--- config.mk ---
export PLATFORM = sky130hd
export DESIGN_NAME = shrot_unit
export DESIGN_NICKNAME = d
export VERILOG_FILES = /design/src/rtl/shrot_pkg.sv /design/src/rtl/shrot_count.sv /design/src/rtl/shrot_lane.sv /design/src/rtl/shrot_seq.sv /design/src/rtl/shrot_datapath.sv /design/src/rtl/shrot_unit.sv
export SDC_FILE = /design/constraint.sdc
export NUM_CORES = 1
export LEC_CHECK = 0
export ABC_AREA = 1
export BUFFER_PORTS_ARGS = -buffer_cell sky130_fd_sc_hd__buf_2
export CELL_PAD_IN_SITES_DETAIL_PLACEMENT = 2
export CELL_PAD_IN_SITES_GLOBAL_PLACEMENT = 2
export CORE_UTILIZATION = 30
export CTS_CLUSTER_DIAMETER = 40
export CTS_CLUSTER_SIZE = 10
export DETAILED_ROUTE_END_ITERATION = 6
export PLACE_DENSITY = 0.85
export SLEW_MARGIN = 20
export SYNTH_ARGS = -nofsm -noshare
export SYNTH_HDL_FRONTEND = slang
export SYNTH_SLANG_ARGS = --single-unit
--- constraint.sdc ---
create_clock -name clk -period 3.4 [get_ports clk]
set_clock_uncertainty 0.1 [all_clocks]
set_input_delay 0.68 -clock clk [delete_from_list [all_inputs] [get_ports clk]]
set_output_delay 0.68 -clock clk [all_outputs]
set_load 0.02 [all_outputs]
--- src/rtl/shrot_pkg.sv ---
// Shared types for the shift/rotate unit.
// Assumes op codes follow the 3-bit selector order: even codes move left, odd codes move right.
package shrot_pkg;

    typedef enum logic [2:0] {
        OP_ROL = 3'd0,
        OP_ROR = 3'd1,
        OP_RCL = 3'd2,
        OP_RCR = 3'd3,
        OP_SHL = 3'd4,
        OP_SHR = 3'd5,
        OP_SAL = 3'd6,
        OP_SAR = 3'd7
    } shrot_op_e;

    typedef enum logic [1:0] {
        ST_IDLE  = 2'd0,
        ST_SETUP = 2'd1,
        ST_RUN   = 2'd2
    } shrot_st_e;

    // Left-moving operations have an even code.
    function automatic logic op_is_left(input shrot_op_e op);
        return ~op[0];
    endfunction

endpackage

--- src/rtl/shrot_count.sv ---
// Count selection and masking.
// Chooses the immediate byte or the count-register byte. Unless compat is set, it keeps only
// the low MASK_W bits. Purely combinational; assumes MASK_W < CNT_W.
module shrot_count #(
    parameter int CNT_W  = 8,
    parameter int MASK_W = 5
) (
    input  logic             cnt_sel,
    input  logic [CNT_W-1:0] imm_cnt,
    input  logic [CNT_W-1:0] creg_low,
    input  logic             compat,
    output logic [CNT_W-1:0] eff_cnt
);
    localparam logic [CNT_W-1:0] CNT_MASK = CNT_W'((1 << MASK_W) - 1);

    logic [CNT_W-1:0] raw_cnt;

    // Pick the count source.
    always_comb raw_cnt = cnt_sel ? creg_low : imm_cnt;

    // Apply the default-mode mask.
    always_comb eff_cnt = compat ? raw_cnt : (raw_cnt & CNT_MASK);

endmodule

--- src/rtl/shrot_lane.sv ---
// One single-bit step of the shift/rotate group on a W-bit value.
// Combinational; assumes W >= 2. Byte and word lanes are both built from this module.
module shrot_lane
    import shrot_pkg::*;
#(
    parameter int W = 16
) (
    input  logic [W-1:0] d,
    input  logic         cin,
    input  shrot_op_e    op,
    output logic [W-1:0] q,
    output logic         cout
);
    // Compute the next value and the bit shifted out.
    always_comb begin
        q    = d;
        cout = cin;
        unique case (op)
            OP_ROL: begin q = {d[W-2:0], d[W-1]}; cout = d[W-1]; end
            OP_ROR: begin q = {d[0], d[W-1:1]};   cout = d[0];   end
            OP_RCL: begin q = {d[W-2:0], cin};    cout = d[W-1]; end
            OP_RCR: begin q = {cin, d[W-1:1]};    cout = d[0];   end
            OP_SHL,
            OP_SAL: begin q = {d[W-2:0], 1'b0};   cout = d[W-1]; end
            OP_SHR: begin q = {1'b0, d[W-1:1]};   cout = d[0];   end
            OP_SAR: begin q = {d[W-1], d[W-1:1]}; cout = d[0];   end
            default: begin q = d; cout = cin; end
        endcase
    end

endmodule

--- src/rtl/shrot_seq.sv ---
// Sequencer: idle, a fixed setup delay, then one step per cycle until the count is used up.
// The setup length comes from the operand source. Assumes MEM_SETUP and REG_SETUP are >= 1.
// done is registered and lasts one cycle; start is only accepted in idle.
module shrot_seq
    import shrot_pkg::*;
#(
    parameter int CNT_W     = 8,
    parameter int MASK_W    = 5,
    parameter int MEM_SETUP = 9,
    parameter int REG_SETUP = 6
) (
    input  logic             clk,
    input  logic             rst_n,
    input  logic             start,
    input  logic             mem_src,
    input  logic             compat,
    input  logic [CNT_W-1:0] eff_cnt,
    output logic             load,
    output logic             step_en,
    output logic             finish,
    output logic             busy,
    output logic             done
);
    localparam int SETUP_MAX = (MEM_SETUP > REG_SETUP) ? MEM_SETUP : REG_SETUP;
    localparam int SETUP_W   = $clog2(SETUP_MAX + 1);

    shrot_st_e          state;
    logic [SETUP_W-1:0] setup_cnt;
    logic [CNT_W-1:0]   rem;

    // Decode the per-cycle actions from the current state.
    always_comb begin
        load    = start && (state == ST_IDLE);
        step_en = (state == ST_RUN) && (rem != '0);
        finish  = (state == ST_RUN) && (rem == '0);
        busy    = (state != ST_IDLE);
    end

    // State, setup delay and remaining-count registers.
    always_ff @(posedge clk) begin
        if (!rst_n) begin
            state     <= ST_IDLE;
            setup_cnt <= '0;
            rem       <= '0;
            done      <= 1'b0;
        end else begin
            done <= finish;
            unique case (state)
                ST_IDLE: begin
                    if (start) begin
                        state     <= ST_SETUP;
                        setup_cnt <= mem_src ? SETUP_W'(MEM_SETUP) : SETUP_W'(REG_SETUP);
                        rem       <= eff_cnt;
                    end
                end
                ST_SETUP: begin
                    if (setup_cnt <= SETUP_W'(1)) begin
                        state <= ST_RUN;
                    end else begin
                        setup_cnt <= setup_cnt - 1'b1;
                    end
                end
                ST_RUN: begin
                    if (rem == '0) begin
                        state <= ST_IDLE;
                    end else begin
                        rem <= rem - 1'b1;
                    end
                end
                default: state <= ST_IDLE;
            endcase
        end
    end

    AST_DONE_ONE_CYCLE: assert property (@(posedge clk) disable iff (!rst_n)
        done |=> !done);
    AST_DONE_NOT_BUSY: assert property (@(posedge clk) disable iff (!rst_n)
        done |-> !busy);
    AST_START_TAKES: assert property (@(posedge clk) disable iff (!rst_n)
        (start && !busy) |=> busy);
    AST_START_IGNORED: assert property (@(posedge clk) disable iff (!rst_n)
        (busy && !finish && start) |=> (busy && $stable(rem) || step_en || $past(step_en)));
    AST_SETUP_HOLDS_COUNT: assert property (@(posedge clk) disable iff (!rst_n)
        (state == ST_SETUP) |=> (rem == $past(rem)));
    AST_MASKED_LIMIT: assert property (@(posedge clk) disable iff (!rst_n)
        (load && !compat) |=> (rem < CNT_W'(1 << MASK_W)));

endmodule

--- src/rtl/shrot_datapath.sv ---
// Working register and flags.
// On load it captures the operand (cleared above the low byte for byte operations) and the
// incoming flags. Each step takes the next value from the lane that matches the width. The
// overflow flag is settled in the finish cycle, and only if at least one step ran.
module shrot_datapath
    import shrot_pkg::*;
#(
    parameter int DATA_W = 16
) (
    input  logic              clk,
    input  logic              rst_n,
    input  logic              load,
    input  logic              step_en,
    input  logic              finish,
    input  logic              wide,
    input  shrot_op_e         op,
    input  logic              cnt_nz,
    input  logic [DATA_W-1:0] operand,
    input  logic              carry_in,
    input  logic              ovf_in,
    output logic [DATA_W-1:0] result,
    output logic              carry_out,
    output logic              ovf_out
);
    localparam int HALF_W  = DATA_W / 2;
    localparam int N_LANES = 2;

    logic [DATA_W-1:0] work;
    logic              cy;
    logic              ov;
    logic              wide_q;
    logic              nz_q;
    shrot_op_e         op_q;

    logic [DATA_W-1:0] lane_q    [N_LANES];
    logic              lane_cout [N_LANES];
    logic              top_bit;
    logic              next_bit;

    // Lane 0 is the full word and lane 1 is the low byte.
    for (genvar g = 0; g < N_LANES; g++) begin : gen_lane
        localparam int LW = (g == 0) ? DATA_W : HALF_W;
        logic [LW-1:0] q_w;
        shrot_lane #(.W(LW)) u_lane (
            .d    (work[LW-1:0]),
            .cin  (cy),
            .op   (op_q),
            .q    (q_w),
            .cout (lane_cout[g])
        );
        assign lane_q[g] = DATA_W'(q_w);
    end

    // Pick the MSB and the bit below it for the active width.
    always_comb begin
        top_bit  = wide_q ? work[DATA_W-1] : work[HALF_W-1];
        next_bit = wide_q ? work[DATA_W-2] : work[HALF_W-2];
    end

    // Load, step and settle the flags.
    always_ff @(posedge clk) begin
        if (!rst_n) begin
            work   <= '0;
            cy     <= 1'b0;
            ov     <= 1'b0;
            wide_q <= 1'b0;
            nz_q   <= 1'b0;
            op_q   <= OP_ROL;
        end else if (load) begin
            work   <= wide ? operand : {{(DATA_W-HALF_W){1'b0}}, operand[HALF_W-1:0]};
            cy     <= carry_in;
            ov     <= ovf_in;
            wide_q <= wide;
            nz_q   <= cnt_nz;
            op_q   <= op;
        end else if (step_en) begin
            work <= wide_q ? lane_q[0] : lane_q[1];
            cy   <= wide_q ? lane_cout[0] : lane_cout[1];
        end else if (finish && nz_q) begin
            ov <= op_is_left(op_q) ? (top_bit ^ cy) : (top_bit ^ next_bit);
        end
    end

    // Drive the outputs from the registers.
    always_comb begin
        result    = work;
        carry_out = cy;
        ovf_out   = ov;
    end

    AST_BYTE_UPPER_CLEAR: assert property (@(posedge clk) disable iff (!rst_n)
        !wide_q |-> (work[DATA_W-1:HALF_W] == '0));
    AST_HOLD_BETWEEN_STEPS: assert property (@(posedge clk) disable iff (!rst_n)
        (!load && !step_en) |=> $stable(result));
    AST_ZERO_COUNT_FLAGS: assert property (@(posedge clk) disable iff (!rst_n)
        (finish && !nz_q) |=> ($stable(ovf_out) && $stable(carry_out)));

endmodule

--- src/rtl/shrot_unit.sv ---
// Top of the iterative shift/rotate unit.
// Wires count selection, sequencer and datapath together. Assumes the caller holds the operation
// inputs stable only in the start cycle; everything needed later is captured on load.
module shrot_unit
    import shrot_pkg::*;
#(
    parameter int DATA_W    = 16,
    parameter int CNT_W     = 8,
    parameter int MASK_W    = 5,
    parameter int MEM_SETUP = 9,
    parameter int REG_SETUP = 6
) (
    input  logic              clk,
    input  logic              rst_n,
    input  logic              start,
    input  logic              wide,
    input  logic [2:0]        op,
    input  logic              cnt_sel,
    input  logic [CNT_W-1:0]  imm_cnt,
    input  logic [CNT_W-1:0]  creg_low,
    input  logic              compat,
    input  logic              mem_src,
    input  logic              carry_in,
    input  logic              ovf_in,
    input  logic [DATA_W-1:0] operand,
    output logic              busy,
    output logic              done,
    output logic [DATA_W-1:0] result,
    output logic              carry_out,
    output logic              ovf_out
);
    logic [CNT_W-1:0] eff_cnt;
    logic             load;
    logic             step_en;
    logic             finish;
    logic             cnt_nz;

    // A zero effective count skips the flag update.
    always_comb cnt_nz = (eff_cnt != '0);

    shrot_count #(.CNT_W(CNT_W), .MASK_W(MASK_W)) u_count (
        .cnt_sel  (cnt_sel),
        .imm_cnt  (imm_cnt),
        .creg_low (creg_low),
        .compat   (compat),
        .eff_cnt  (eff_cnt)
    );

    shrot_seq #(
        .CNT_W(CNT_W), .MASK_W(MASK_W),
        .MEM_SETUP(MEM_SETUP), .REG_SETUP(REG_SETUP)
    ) u_seq (
        .clk     (clk),
        .rst_n   (rst_n),
        .start   (start),
        .mem_src (mem_src),
        .compat  (compat),
        .eff_cnt (eff_cnt),
        .load    (load),
        .step_en (step_en),
        .finish  (finish),
        .busy    (busy),
        .done    (done)
    );

    shrot_datapath #(.DATA_W(DATA_W)) u_dp (
        .clk       (clk),
        .rst_n     (rst_n),
        .load      (load),
        .step_en   (step_en),
        .finish    (finish),
        .wide      (wide),
        .op        (shrot_op_e'(op)),
        .cnt_nz    (cnt_nz),
        .operand   (operand),
        .carry_in  (carry_in),
        .ovf_in    (ovf_in),
        .result    (result),
        .carry_out (carry_out),
        .ovf_out   (ovf_out)
    );

endmodule

==> flow_summary_export.csv, run 1 <==
group,metric,value,unit
status,status,"finished, final reports clean",
finish,seq_area,761,um2
floorplanning,rows,32,
timing,hold_viol_final,0,
timing,finalMaxSlewViolations,0,
job,drv_cap,0,
worst_setup_path,critPathKind,"flip-flop to flip-flop",
synth,syn_inst,381,
clock_network,cts_setup_buffers,0,
power_and_ir_drop,power.total,1.78,mW
worst_setup_path,worst_setup_path_end_kind,"flip-flop",
route,antenna_left,0,
power_and_ir_drop,clkPwrFrac,0.272,
synth,ys_top_cells_by_area,"dfxtp_1, nand2_1, nor2_1, o21ai_0, nand3_1",
grt,grt_util_all_layers,0.210,
floorplanning,core,0.00781,mm2
power_and_ir_drop,pwr-share-seq,0.352,
route,viasPerCell,4.96,
finish,syn2layout_area_growth,19.1,%
synth,async_reset_ff_frac,0,
worst_setup_path,startpoint_type,"flip-flop",
synth,netlist_top_cells_count,"nand2_1, nor2_1, o21ai_0",
timing,relSlewSlack,0.415,
synth,yosysMostFrequentCell,"nand2_1",
power_and_ir_drop,p_per_area,611,mW/mm2
synth,synth-seq-area-share,0.311,
worst_setup_path,crit_fanout,27,
grt,grt_pass1_vias,2902,
placed_design,hpwl,6000,um
synth,ys.flop_type,"dfxtp_1",
finish,stdcell_count,539,
timing,worst_pin_slew,0.876,ns
timing,rsz0062_at_grt,"false",
floorplanning,start_util,0.313,
timing,min_period_over_period,0.664,
clock_network,clk_pin_slew,0.09,ns
clock_network,cts_made_buffers,5,
grt,overflow,0,
finish,drive_gt1_frac,0.227,
timing,fmax,443,MHz
worst_hold_path,hp-class,"flip-flop to flip-flop",
placed_design,port_buffers,63,
worst_setup_path,cp.arrival,2.36,ns
clock_network,cts_tree,"built",
finish,finish.instance_area,0.00291,mm2
power_and_ir_drop,ir_worst_vdd,0.152,mV
floorplanning,die_y,92.3,um
finish,multiInputGateArea,0.00145,mm2
clock_network,cts_buffer_depth,2,
synth,synth-seq-cells,38,
synth,yosysUniqueCellTypes,34,
synth,yosys_warnings,0,
route,routedWlPerCell,15.4,um
grt,grt_max_degree,37,
finish,nets,484,
clock_network,cts_sinks,38,
timing,setup_tns,0,ns
floorplanning,die_w,92.3,um
finish,fillCellCount,1011,
route,vias,2672,
synth,syn_nets,429,
timing,period_minus_slack,2.26,ns
placed_design,placed_cell_area,0.00277,mm2
worst_setup_path,cp.required,3.51,ns
power_and_ir_drop,p_leak,1.37,nW
synth,synth_area_per_cell,6.41,um2
route,first_pass_iters,4,
clock_network,clock_latency,0.31,ns
power_and_ir_drop,p_comb_frac,0.376,
timing,setup_viol,0,
synth,synth_edf_count,0,
grt,antenna_found_initial,0,
clock_network,htree_num_levels,2,
synth,yosysTopAreaCell,"dfxtp_1",
finish,antennaDiodeCount,0,
grt,grt_pass1_wl,14100,um
route,wirelength,8280,um
clock_network,root_buffer,"clkbuf_8",
clock_network,post_cts_resized,0,
floorplanning,die_area,0.00851,mm2
power_and_ir_drop,p_switching,732,uW
power_and_ir_drop,sw_frac_of_total,0.412,
power_and_ir_drop,internal_power,1.05,mW
route,drt_iter0_drc,119,
floorplanning,io_pins,64,
synth,synth_top_area_share,0.311,
placed_design,dp_cells,531,
placed_design,gp_congestion,0.773,
synth,netlist_area,0.00244,mm2
route,drc,0,
clock_network,cts_hold_buf,0,
metrics by stage:
step | hold slack [ns] | util | setup slack [ns]
finish | 0.376 | 0.373 | 1.14
global route | 0.415 | 0.373 | 0.851
CTS | 0.380 | 0.373 | 1.18
detailed placement | 0.365 | 0.355 | 1.21
global placement | 0.357 | 0.355 | 1.31
floorplan | 0.353 | - | 1.65
flip-flops by register name (all words and copies together), names as in the netlist:
name and count:
u_dp.result 16, u_seq.rem 8, u_seq.setup_cnt 4, u_dp.op_q 3
u_seq.state 2, u_dp.carry_out 1, u_dp.nz_q 1, u_dp.ovf_out 1
u_dp.wide_q 1, u_seq.done 1
power groups by stage:
| stage | sequential (mW) | clock, mW | combinational [mW] |
|---|---|---|---|
| 3_5_place_dp | 0.635 | 0 | 0.668 |
| 5_1_grt | 0.639 | 0.509 | 0.766 |
| 3_3_place_gp | 0.631 | 0 | 0.641 |
| 4_1_cts | 0.626 | 0.494 | 0.681 |
| 2_1_floorplan | 0.650 | 0 | 0.473 |
| 6_report | 0.627 | 0.484 | 0.669 |
cell usage in the layout, fill, tap and decap left out:
cell       synthesis  layout
nand3_4            1       1
bufinv_16          0       2
nor2_2             1       1
inv_2              4       4
o21ai_4            1       1
a21oi_1           15      15
clkbuf_8           0       5
inv_4              2       2
xnor2_1            1       1
nand3_2            1       1
nand2_2            2       2
xor2_1             2       2
nor2_8             1       1
dfxtp_1           38      38
nand3b_1           1       1
o21a_1             1       1
o31ai_1            4       4
nor4_1             1       1
nand3_1           20      20
buf_2              5      63
ha_1               4       4
nor3_1             2       2
nor2_4             5       5
nand2_1           90      90
nand4_1            4       4
inv_1             25      25
or2_2              8       8
o211ai_1           3       3
o21ai_0           48      48
nor2_1            77      77
o21ai_1            2       2
clkinv_4           0       1
nand2_4            2       2
critical path, stage by stage, from the launching register on:
cell	delay, ns
dfxtp_1	0.90
inv_1	0.48
nand3_1	0.17
o21ai_0	0.11
a21oi_1	0.17
nor2_1	0.07
nor2_1	0.09
nor2_1	0.04
path summary, 6_finish.rpt:
check	startpoint	cells past startpoint	slack, ns	end
worst max-delay path	u_dp.op_q[0]	7	1.14	u_dp.result[0]
worst max register to register	u_dp.op_q[0]	7	1.14	u_dp.result[0]
worst min register to register	u_dp.ovf_out	2	0.38	u_dp.ovf_out
worst min-delay path	u_dp.ovf_out	2	0.38	u_dp.ovf_out
cells by family (layout without fill, tap and decap cells):
logic type,Yosys count,in the layout,share of synthesized area
buffers and inverters,46,102,0.0957
adders and majority gates,4,4,0.0205
DFF,38,38,0.311
xor gates and xnor gates,3,3,0.0108
and+or+nand+nor,216,216,0.397
AOI/OAI and AO/OA,74,74,0.164
final cells by class:
class | instances | share of cell area
clock buffer | 5 | 0.0236
clock inverter | 3 | 0.0236
inverter | 31 | 0.0417
multi-input combinational | 297 | 0.498
sequential | 38 | 0.261
tap | 102 | 0.0438
timing repair buffer | 63 | 0.108
layer usage:
layer,vias up,share of wire,GRT usage
met5,-,0,0
met4,0,0.011,0.0482
met3,7,0.023,0.0249
met2,47,0.49,0.377
met1,1284,0.47,0.265
li1,1334,-,-
(Power assumes the default switching activity.)
==> inputs of run 2 (changes only) <==
Settings changed: CORE_UTILIZATION 30 to 28, PLACE_DENSITY 0.85 to 0.8.
Clock period 3.4 ns to 2.3 ns, I/O delays scaled along.
==> run 2 against run 1 <==
  * Critical path depth increased by 1
  * Fmax increased by 23%
  * Count of clock-buffer cells in the layout increased by 2
  * Design area shrank 0.43%
  * Routed wire length up 0.81%
  * Critical endpoint is now u_seq.rem[0]
  * Largest power group unchanged
==> flow_summary_export.csv, run 2 (synthesis gave the netlist of run 1 again) <==
group,metric,value,unit
timing,rsz0062_at_grt,"false",
power_and_ir_drop,pwr-share-seq,0.366,
timing,finalMaxSlewViolations,0,
floorplanning,die_w,95.4,um
clock_network,cts_tree,"built",
power_and_ir_drop,p_comb_frac,0.402,
timing,relSlewSlack,0.652,
finish,finish.instance_area,0.00290,mm2
grt,antenna_found_initial,0,
worst_setup_path,startpoint_type,"flip-flop",
worst_setup_path,cp.arrival,1.96,ns
timing,hold_viol_final,0,
route,vias,2702,
placed_design,port_buffers,63,
worst_setup_path,startpoint,"u_seq.rem[0]",
route,drt_iter0_drc,62,
floorplanning,rows,33,
power_and_ir_drop,p_per_area,863,mW/mm2
route,routed-wl-met2,4120,um
floorplanning,die_area,0.00910,mm2
grt,grt_max_degree,37,
finish,post-route-util,0.348,
job,drv_cap,0,
worst_hold_path,hp-class,"input pin to flip-flop",
worst_setup_path,worst_setup_path_end_kind,"flip-flop",
timing,period_minus_slack,1.84,ns
timing,worst_pin_slew,0.521,ns
placed_design,hpwl,6150,um
timing,setup_tns,0,ns
timing,whs,0.351,ns
floorplanning,core,0.00834,mm2
placed_design,placed_cell_area,0.00279,mm2
finish,seq_area,761,um2
power_and_ir_drop,internal_power,1.44,mW
worst_setup_path,r2r-end,"u_seq.rem[0]",
route,drc,0,
power_and_ir_drop,clkPwrFrac,0.232,
clock_network,cts_made_buffers,5,
route,wl_met3,234,um
grt,grt_util_all_layers,0.191,
clock_network,cts_buffer_depth,2,
worst_setup_path,crit_fanout,36,
finish,largest_register_ffs,16,
finish,nets,486,
placed_design,gp_congestion,0.761,
route,top_layer,"met4",
power_and_ir_drop,sw_frac_of_total,0.424,
finish,multiInputGateArea,0.00145,mm2
status,status,"finished, final reports clean",
worst_setup_path,critPathKind,"flip-flop to flip-flop",
route,viasPerCell,4.97,
route,wirelength,8350,um
worst_setup_path,cp.required,2.42,ns
route,first_pass_iters,4,
worst_setup_path,r2r_cells,8,
clock_network,cts_hold_buf,0,
floorplanning,start_util,0.293,
worst_setup_path,endpoint,"u_seq.rem[0]",
finish,drive_gt1_frac,0.226,
clock_network,post_cts_resized,0,
floorplanning,io_pins,64,
route,wl_met1,3920,um
clock_network,clk_pin_slew,0.08,ns
clock_network,root_buffer,"clkbuf_8",
finish,mostFrequentLayoutCells,"nand2_1, nor2_1, buf_2",
route,antenna_left,0,
timing,setup_viol,0,
clock_network,cts_sinks,38,
clock_network,htree_num_levels,2,
worst_setup_path,rr_startpoint,"u_seq.rem[0]",
power_and_ir_drop,p_switching,1.06,mW
finish,final_common_cell,"nand2_1",
grt,grt_pass1_vias,2775,
finish,syn2layout_area_growth,18.6,%
power_and_ir_drop,p_leak,1.36,nW
finish,antennaDiodeCount,0,
worst_setup_path,ff2ff_setup_slack,0.46,ns
grt,grt_pass1_wl,13400,um
clock_network,cts_setup_buffers,0,
finish,fillCellCount,1093,
timing,fmax,543,MHz
timing,min_period_over_period,0.801,
power_and_ir_drop,ir_worst_vdd,0.242,mV
clock_network,clock_latency,0.29,ns
grt,overflow,0,
route,routedWlPerCell,15.3,um
floorplanning,die_y,95.4,um
==> run 2: changes by cell type in the layout (fill, tap and decap cells not counted) <==
cell and change:
clkinv_4 -1, clkbuf_1 +2, bufinv_16 -1, buf_4 +2
==> run 2: how the worst min path moves through the flow <==
stage	from	to	slack (ns)	cells after the start
final	op[1]	u_dp.op_q[1]	0.35	3
after global routing	op[1]	u_dp.op_q[1]	0.37	3
after CTS	op[1]	u_dp.op_q[1]	0.35	3
after detailed placement	u_dp.ovf_out	u_dp.ovf_out	0.36	2
after global placement	u_dp.ovf_out	u_dp.ovf_out	0.36	2
after floorplan	u_seq.rem[1]	u_seq.rem[1]	0.35	2
==> run 2: critical path, cell delays in order (launching register included) <==
cell and delay [ns]:
dfxtp_1 0.34, inv_1 0.14, ha_1 0.16, nand2_1 0.10, o21ai_4 0.21, nand2_4 0.25, inv_4 0.24, nor2_1 0.07
nor2_1 0.15
==> run 2: final cells by class <==
cell class | instances | share of cell area
clock buffer | 7 | 0.0263
inverter | 31 | 0.0419
timing repair buffer | 65 | 0.114
tap | 105 | 0.0453
sequential | 38 | 0.262
multi-input combinational | 297 | 0.500
clock inverter | 1 | 0.0104
==> run 2: stage by stage <==
step | power (mW) | cells | setup slack, ns
final | 2.50 | 544 | 0.458
after global routing | 2.69 | 544 | 0.315
after CTS | 2.54 | 544 | 0.435
after detailed placement | 1.94 | 536 | 0.490
after global placement | 1.89 | 536 | 0.538
after floorplan | 1.66 | 381 | 0.773
==> run 2: power by group through the flow <==
stage	Clock, mW	Sequential, mW	Combinational [mW]
global route	0.618	0.934	1.14
global placement	0	0.923	0.963
finish	0.580	0.917	1.01
floorplan	0	0.961	0.699
CTS	0.598	0.918	1.02
detailed placement	0	0.931	1.01
==> run 2: per-layer routing <==
metal,up-vias,global-route usage
li1,1332,-
met1,1312,0.250
met2,51,0.338
met3,7,0.0223
met4,0,0.0398
met5,-,0
